$ cat config.mk
export PLATFORM = sky130hd
export DESIGN_NAME = e1_ts0_inserter
export DESIGN_NICKNAME = d
export VERILOG_FILES = /design/src/rtl/e1_ts0_pkg.sv /design/src/rtl/e1_ts0_ctrl.sv /design/src/rtl/e1_ts0_datapath.sv /design/src/rtl/e1_ts0_inserter.sv
export SDC_FILE = /design/constraint.sdc
export NUM_CORES = 1
export LEC_CHECK = 0
export ABC_AREA = 1
export BUFFER_PORTS_ARGS = -buffer_cell sky130_fd_sc_hd__buf_2
export CORE_UTILIZATION = 59
export CTS_BUF_LIST = sky130_fd_sc_hd__clkbuf_2 sky130_fd_sc_hd__clkbuf_4 sky130_fd_sc_hd__clkbuf_8
export CTS_CLUSTER_SIZE = 12
export DETAILED_ROUTE_END_ITERATION = 8
export HOLD_SLACK_MARGIN = 0.08
export PLACE_DENSITY = 0.87
export REMOVE_ABC_BUFFERS = 1
export SYNTH_ARGS = -nofsm -noshare
export SYNTH_HDL_FRONTEND = slang
export SYNTH_SLANG_ARGS = --single-unit
$ cat constraint.sdc
create_clock -name clk -period 4.45 [get_ports clk]
set_input_delay 0.2225 -clock clk [delete_from_list [all_inputs] [get_ports clk]]
set_output_delay 0.2225 -clock clk [all_outputs]
set_load 0.01 [all_outputs]
$ cat src/rtl/e1_ts0_pkg.sv
package e1_ts0_pkg;
  localparam int TS_BITS = 8;
  localparam int BIT_IDX_W = $clog2(TS_BITS);
  localparam int SA_COUNT = 5;
  localparam int SI_REG_BIT = 7;
  localparam int ALARM_REG_BIT = 5;
  localparam logic [6:0] ALIGN_WORD = 7'b0011011;
  localparam logic [TS_BITS-1:0] REG_RESET = '1;

  typedef struct packed {
    logic                 ts0;       // current bit is inside timeslot 0
    logic                 nafFrame;  // current frame is the non-alignment frame
    logic [BIT_IDX_W-1:0] bitIdx;    // offset within the timeslot (0 = TS0 bit 1)
    logic                 loadWork;  // copy host registers at this edge
  } txStrobe_t;
endpackage

$ cat src/rtl/e1_ts0_ctrl.sv
module e1_ts0_ctrl
  import e1_ts0_pkg::*;
#(
  parameter int FRAME_BITS = 256
) (
  input  logic      clk,
  input  logic      rstN,
  input  logic      frameSync,
  output txStrobe_t strb,
  output logic      alignStatus
);
  localparam int DF_BITS = 2 * FRAME_BITS;
  localparam int CNT_W = $clog2(DF_BITS);
  localparam logic [CNT_W-1:0] LAST_POS = CNT_W'(DF_BITS - 1);
  localparam logic [CNT_W-1:0] START_POS = CNT_W'(DF_BITS - 2);

  logic [CNT_W-1:0] cntQ;
  logic [CNT_W-1:0] posNow;
  logic [CNT_W-1:0] inFrame;
  logic             inNaf;

  always_comb begin
    if (frameSync)
      posNow = '0;
    else if (cntQ == LAST_POS)
      posNow = '0;
    else
      posNow = cntQ + 1'b1;
  end

  always_ff @(posedge clk) begin
    if (!rstN)
      cntQ <= START_POS;
    else
      cntQ <= posNow;
  end

  always_comb begin
    inNaf = posNow >= CNT_W'(FRAME_BITS);
    inFrame = inNaf ? (posNow - CNT_W'(FRAME_BITS)) : posNow;
    strb.nafFrame = inNaf;
    strb.ts0 = inFrame < CNT_W'(TS_BITS);
    strb.bitIdx = inFrame[BIT_IDX_W-1:0];
    strb.loadWork = posNow == LAST_POS;
  end

  always_ff @(posedge clk) begin
    if (!rstN)
      alignStatus <= 1'b0;
    else
      alignStatus <= strb.loadWork;
  end

  // a sync pulse always lands on TS0 bit 1 of the alignment frame
  a_r1_sync_is_start: assert property (@(posedge clk) disable iff (!rstN)
    frameSync |-> (strb.ts0 && !strb.nafFrame && strb.bitIdx == '0));

  // status follows the load strobe and lasts one cycle
  a_r2_status_after_load: assert property (@(posedge clk) disable iff (!rstN)
    strb.loadWork |=> alignStatus);
  a_r2_status_single: assert property (@(posedge clk) disable iff (!rstN)
    alignStatus |=> !alignStatus);
endmodule

$ cat src/rtl/e1_ts0_datapath.sv
module e1_ts0_datapath
  import e1_ts0_pkg::*;
(
  input  logic                clk,
  input  logic                rstN,
  input  txStrobe_t           strb,
  input  logic                serIn,
  input  logic                linkIn,
  input  logic [SA_COUNT-1:0] saLinkMask,
  input  logic                siRegEn,
  input  logic                crc4Mode,
  input  logic                crc4Bit,
  input  logic                autoEbit,
  input  logic                eBitIn,
  input  logic                remoteAlarm,
  input  logic                afWrEn,
  input  logic [TS_BITS-1:0]  afWrData,
  input  logic                nafWrEn,
  input  logic [TS_BITS-1:0]  nafWrData,
  output logic                serOut
);
  logic [TS_BITS-1:0]   afHost, nafHost;
  logic [TS_BITS-1:0]   afWork, nafWork;
  logic [SA_COUNT-1:0]  saBit;
  logic [BIT_IDX_W-1:0] saIdx;
  logic                 siBit;
  logic                 nextBit;

  // host-side registers
  always_ff @(posedge clk) begin
    if (!rstN) begin
      afHost  <= REG_RESET;
      nafHost <= REG_RESET;
    end else begin
      if (afWrEn)  afHost  <= afWrData;
      if (nafWrEn) nafHost <= nafWrData;
    end
  end

  // working copies, refreshed once per double frame
  always_ff @(posedge clk) begin
    if (!rstN) begin
      afWork  <= REG_RESET;
      nafWork <= REG_RESET;
    end else if (strb.loadWork) begin
      afWork  <= afHost;
      nafWork <= nafHost;
    end
  end

  // per-Sa-bit source select
  for (genvar k = 0; k < SA_COUNT; k++) begin : g_saSel
    assign saBit[k] = saLinkMask[k] ? linkIn : nafWork[k];
  end

  assign saIdx = BIT_IDX_W'(TS_BITS - 1) - strb.bitIdx;

  always_comb begin
    if (!siRegEn)
      siBit = serIn;
    else if (crc4Mode)
      siBit = crc4Bit;
    else if (autoEbit)
      siBit = eBitIn;
    else
      siBit = strb.nafFrame ? nafWork[SI_REG_BIT] : afWork[SI_REG_BIT];
  end

  always_comb begin
    nextBit = serIn;
    if (strb.ts0) begin
      if (strb.bitIdx == '0)
        nextBit = siBit;
      else if (!strb.nafFrame)
        nextBit = ALIGN_WORD[saIdx];
      else if (strb.bitIdx == BIT_IDX_W'(1))
        nextBit = 1'b1;
      else if (strb.bitIdx == BIT_IDX_W'(2))
        nextBit = remoteAlarm | nafWork[ALARM_REG_BIT];
      else
        nextBit = saBit[saIdx];
    end
  end

  always_ff @(posedge clk) begin
    if (!rstN)
      serOut <= 1'b0;
    else
      serOut <= nextBit;
  end

  // data outside timeslot 0 is delayed by exactly one clock
  a_r8_pass_through: assert property (@(posedge clk) disable iff (!rstN)
    !strb.ts0 |=> serOut == $past(serIn));

  // non-alignment bit 2 is always one
  a_r5_naf_bit2_one: assert property (@(posedge clk) disable iff (!rstN)
    (strb.ts0 && strb.nafFrame && strb.bitIdx == BIT_IDX_W'(1)) |=> serOut);

  // a linked Sa bit carries the link input
  a_r6_sa_from_link: assert property (@(posedge clk) disable iff (!rstN)
    (strb.ts0 && strb.nafFrame && strb.bitIdx >= BIT_IDX_W'(3) && saLinkMask[saIdx])
      |=> serOut == $past(linkIn));

  // serial input wins the Si priority
  a_r7_si_serial: assert property (@(posedge clk) disable iff (!rstN)
    (strb.ts0 && strb.bitIdx == '0 && !siRegEn) |=> serOut == $past(serIn));

  // working copies change only at the load edge
  a_r3_work_hold: assert property (@(posedge clk) disable iff (!rstN)
    !strb.loadWork |=> ($stable(afWork) && $stable(nafWork)));
endmodule

$ cat src/rtl/e1_ts0_inserter.sv
module e1_ts0_inserter
  import e1_ts0_pkg::*;
#(
  parameter int FRAME_BITS = 256
) (
  input  logic                clk,
  input  logic                rstN,
  input  logic                frameSync,
  input  logic                serIn,
  input  logic                linkIn,
  input  logic [SA_COUNT-1:0] saLinkMask,
  input  logic                siRegEn,
  input  logic                crc4Mode,
  input  logic                crc4Bit,
  input  logic                autoEbit,
  input  logic                eBitIn,
  input  logic                remoteAlarm,
  input  logic                afWrEn,
  input  logic [TS_BITS-1:0]  afWrData,
  input  logic                nafWrEn,
  input  logic [TS_BITS-1:0]  nafWrData,
  output logic                serOut,
  output logic                alignStatus
);
  txStrobe_t strb;

  e1_ts0_ctrl #(.FRAME_BITS(FRAME_BITS)) i_ctrl (
    .clk        (clk),
    .rstN       (rstN),
    .frameSync  (frameSync),
    .strb       (strb),
    .alignStatus(alignStatus)
  );

  e1_ts0_datapath i_datapath (
    .clk        (clk),
    .rstN       (rstN),
    .strb       (strb),
    .serIn      (serIn),
    .linkIn     (linkIn),
    .saLinkMask (saLinkMask),
    .siRegEn    (siRegEn),
    .crc4Mode   (crc4Mode),
    .crc4Bit    (crc4Bit),
    .autoEbit   (autoEbit),
    .eBitIn     (eBitIn),
    .remoteAlarm(remoteAlarm),
    .afWrEn     (afWrEn),
    .afWrData   (afWrData),
    .nafWrEn    (nafWrEn),
    .nafWrData  (nafWrData),
    .serOut     (serOut)
  );
endmodule

**Yosys cells after proc, flatten, opt, wreduce, memory -nomap -nowiden**

Memory sizes are Yosys's and may differ from the RTL's.
Index checks and enable logic that the tools add are counted.

- Register bits after elaboration: 43
- ROM bits: 8
- Input bits: 34
- Output and inout bits: 2
- Word-level logic and storage cells: 40
- Memories kept: 1

- Add/subtract/negate cells: 3
- Order comparisons: 3
- Eq/ne operators: 4
- Mux-type cells: 20
- Bitwise gates (word level): 1
- Reductions and logical operators: 1

Memory list:

| memory | words | bits a word | read ports | clocked after memory_dff | write ports | line | text |
|---|---|---|---|---|---|---|---|
| (no name shown) | 8 | 1 | 1 | 0 | 0 | e1_ts0_datapath.sv:75 | `nextBit = ALIGN_WORD[saIdx];` |

Operators by type and width:

| kind | number |
|---|---|
| $mux W9 | 3 |
| $eq A9 B9 Y1 const B | 2 |
| $mux W1 | 16 |
| $add A9 B1 Y9 const B | 1 |
| $ge A9 B9 Y1 const B | 1 |
| $lt A9 B4 Y1 const B | 1 |
| $sub A9 B9 Y9 const B | 1 |
| $lt A3 B4 Y1 const B | 1 |
| $bmux W1 S3 | 1 |
| $eq A3 B1 Y1 const B | 1 |
| $eq A3 B2 Y1 const B | 1 |
| $logic_not A3 Y1 | 1 |
| $sub A3 B3 Y3 const A | 1 |
| $or A1 B1 Y1 | 1 |

**Depth between registers and ports, before layout**

- Depth in word-level cells: 13
- Mapped depth: 16
- Depth with buffers taken out: 16

**Modules after synthesis**

Synthesis repeated with hierarchy kept, for this count alone.

- Cells, all modules: 217
- Area total of the unflattened synthesis: 1448.9 µm²

By module, submodules not included:

| module | times used | cells each | area an instance (µm²) |
|---|---|---|---|
| e1_ts0_datapath | 1 | 130 | 827.0 |
| e1_ts0_ctrl | 1 | 87 | 621.8 |

**Worst setup path before layout**

Ideal clock, no wire load.

- Kind: register -> register
- From: register i_ctrl.cntQ[0]
- To: register i_datapath.nafWork[0]
- Data arrival time: 1928 ps
- Data required time: 4320 ps
- Slack: 2392 ps
- Cell stages (with the launch flop): 17
- Path buffers: 0
- Period minus slack after synthesis: 2058 ps
- Cells stage by stage: dfxtp_1 -> ha_1 -> nand2_2 -> inv_1 -> nand2_2 -> nor2_1 -> ha_1 -> inv_2 -> nand2_2 -> nor2_2 -> nand2_2 -> nor2_4 -> nand2_4 -> nor2_8 -> nand3_4 -> nand2_1 -> nand3_1

- Word-level cells in the longest chain between the ends: 4
- Elaborated cells between the ends (all ways): 5

RTL lines:

| element | line | text |
|---|---|---|
| from (decl) | e1_ts0_ctrl.sv:17 | `logic [CNT_W-1:0] cntQ;` |
| from (signal assigned) | e1_ts0_ctrl.sv:35 | `cntQ <= posNow;` |
| $add A9 B1 Y9 / $eq A9 B9 Y1 (equally long branches) | e1_ts0_ctrl.sv:28, e1_ts0_ctrl.sv:25 |  |
| $mux W9 * | e1_ts0_ctrl.sv:25 | `else if (cntQ == LAST_POS)` |
| $mux W9 * | e1_ts0_ctrl.sv:23 | `if (frameSync)` |
| $eq A9 B9 Y1 * | e1_ts0_ctrl.sv:44 | `strb.loadWork = posNow == LAST_POS;` |
| to (signal assigned) | e1_ts0_datapath.sv:47 | `nafWork <= nafHost;` |
| to (decl) | e1_ts0_datapath.sv:23 | `logic [TS_BITS-1:0] afWork, nafWork;` |

Mark *: on every way between the ends. The rest lies on a longest branch, timed or not.
A chain may end at the register's enable or synchronous reset.

**Worst setup path after layout**

Ends and elaborated chain as after synthesis.

==> metrics.txt <==
status finished, final reports clean; Critical R2R Capture i_datapath.nafWork[0]$_SDFFE_PN1P_; multiplexer share of the synthesized area 0%; setup TNS 0 ns; Synth top area share 35.94%; count leader, synth nand2_1; Initial Util approximately two thirds; drt pass-1 iters 4; Leak 0.0009602 µW; port buffer count 27; busiest grt layer met2; initial DRC count 46; total number of vias 1,419; HPWL Detailed 2430 µm; Worst VDD drop around 260 µV; CTS root buf clkbuf_4; reg2reg start i_ctrl.cntQ[0]$_SDFF_PN0_; Final Cycle Share 53.26%; min Tclk post-route 2.370 ns; Final Hold Fails 0; startpoint types flop; vias in the first global route 1,283; Die W about 52 µm; pwr/cell area approximately 280 nW/µm²; Yosys warnings 0; Syn Inst Count 211; Post-CTS Hold Fix Bufs 0; Compound-Gate Fraction of Synth Area under 10%; post-synthesis sequential area ratio 35.94%; largest net degree at the start of global routing 26; layout cells sized above 1 25.10%; first-pass GRT wire length ~4900 µm; Main synth FF type dfxtp_1; Nets between 200 and 300; final setup vio count 0; Die Height 52.49 µm; Yosys reg bits 27; worst path required time 4.66 ns; initial antenna violation count 0; Max-Cap Viols 0; Mapped Area 1504 µm²; Avg WL per Cell 11.54 µm; Post-Synth Simple-Gate Area 49.25%; met3 Track Usage GR about 3.8%; CTS max path bufs 2; crit path DAT 2.58 ns; synth unique cells 25; Post-synth EDFFs 0; CTS tree yes; DRC 0; top area cells in the synthesized netlist dfxtp_1 36%, nand2_1 16%, nand3_1 8.7%; xor-xnor portion of the synthesized cell area 0%; highest clock rate between 400 and 500 MHz; CP Max Fanout 9; Worst-Margin Slew 0.4533 ns; Synth Area in Adders ~1.7%; placer's final routability congestion estimate 0.8230; core area about 2300 µm²; Crit. End Element flop; H-Tree Depth 1; ys async rst share 0%; RSZ-0062 raised after global routing no; Die ar. 2755 µm²; Final Util roughly three quarters; Slew HR 69.78%; Worst Setup Path Type flop to flop; CTS buffer count 3; Critical Path Start i_ctrl.cntQ[0]$_SDFF_PN0_; FF-to-FF path depth 16; post-CTS sizing 0; ANT cells 0; synth-to-layout area growth 12.73%; post-DR vias/cell 5.315; Row Count 17; Max Slew Vio Count 0; Post-DRT Antenna Nets 0; IO Pins 36; GRT overflow 0; end of the critical path i_datapath.nafWork[0]$_SDFFE_PN1P_; final WL 3082 µm; met2 Track Usage GR 47.05%; Min-Delay Path Class input pin to flop; largest family of logic cells by synthesized area simple AND/OR/NAND/NOR gates; Avg Cell Area, Syn 7.128 µm²; Max Clock Skew about 0.0054 ns; # clock sinks 27; global-route usage over all layers 24.44%; area leader, netlist dfxtp_1; Commonest cells post-synth 66 x nand2_1, 27 x dfxtp_1, 26 x nand3_1; met1 Track Usage GR 26.61%; Clk pin slew, worst setup/hold paths 0.15 ns; Skew-Pair Late Insertion Delay 0.32 ns; R2R Setup Slk between 2 and 2.5 ns; post-CTS setup buffer count 0
-- flip-flops by register name, summed over array words and instances (netlist names) --
name / count
i_ctrl.cntQ: 9
i_datapath.nafHost: 7
i_datapath.nafWork: 7
i_ctrl.alignStatus: 1
i_datapath.afHost: 1
i_datapath.afWork: 1
i_datapath.serOut: 1
-- layout make-up --
cell class,count,area (µm²)
Multi-Input combinational cell,155,850.8
Clock buffer,3,22.52
Tap cell,28,35.03
Inverter,25,93.84
Timing Repair Buffer,28,145.1
Clock inverter,1,7.507
Fill cell,195,601.8
Sequential cell,27,540.5
-- per-stage QoR --
stage	hold WS, ns	worst slack (ns)	total power [µW]	cell area (µm²)	cells
2_1_floorplan	0.2918	2.402	338.3	1485	207
3_3_place_gp	0.4189	2.142	366.5	1655	262
3_5_place_dp	0.4332	2.082	370.2	1655	262
4_1_cts	0.08268	2.059	475.9	1685	266
5_1_grt	0.08070	1.880	500.3	1695	267
6_report	0.09109	2.080	473.5	1695	267
-- worst max-delay path, cell delays in order, from the launching register on --
cell and delay (ns):
dfxtp_1 0.40, ha_1 0.24, nand2_2 0.11, inv_1 0.07, nand2_2 0.08, nor2_1 0.06
ha_1 0.23, inv_2 0.10, nand2_2 0.06, nor2_2 0.15, nand2_2 0.10, nor2_4 0.14
nand2_4 0.07, nor2_8 0.15, nand3_4 0.15, nand2_1 0.09, nand3_1 0.06
-- power breakdown --
part	internal [µW]	switching, µW	total (µW)
Sequential	254	8.68	263
Clock	34.3	72.5	107
Combinational	38.5	65.3	104
Total	327	146	474
-- kinds of logic after synthesis --
kind of cell    count (synthesis)
compound gates                 14
fa+ha+maj                       2
buf+inv                        29
flops                          27
simple gates                  139
-- worst min-delay path by stage --
stage	depth (start not counted)	endpoint	startpoint
2_1_floorplan	1	i_ctrl.cntQ[8]$_SDFF_PN1_	rstN
3_3_place_gp	2	i_datapath.afHost[7]$_SDFFE_PN1P_	afWrEn
3_5_place_dp	3	i_datapath.nafHost[7]$_SDFFE_PN1P_	nafWrData[7]
4_1_cts	3	i_datapath.nafHost[7]$_SDFFE_PN1P_	nafWrData[7]
5_1_grt	3	i_datapath.nafHost[3]$_SDFFE_PN1P_	nafWrData[3]
6_report	3	i_datapath.nafHost[7]$_SDFFE_PN1P_	nafWrData[7]
-- metal layers --
layer / vias up / wire [µm]
met2: 43 / 1607
met3: 6 / 164
li1: 734 / -
met1: 636 / 1275
met5: - / 0
met4: 0 / 34
-- layout by cell type (no fill, tap or decap) --
master          n
a21boi_0        1
a21oi_1         4
a21oi_2         1
buf_2          27
clkbuf_4        3
clkinvlp_4      1
dfxtp_1        27
dlygate4sd3_1   1
ha_1            2
inv_1          22
inv_2           3
nand2_1        66
nand2_2         8
nand2_4         2
nand3_1        26
nand3_2         3
nand3_4         1
nand3b_1        1
nand4_1         9
nand4_2         1
nor2_1         13
nor2_2          2
nor2_4          4
nor2_8          3
o21ai_0         6
o21bai_1        1
o21bai_2        1
Note: power is estimated with default switching activity, not from simulation.
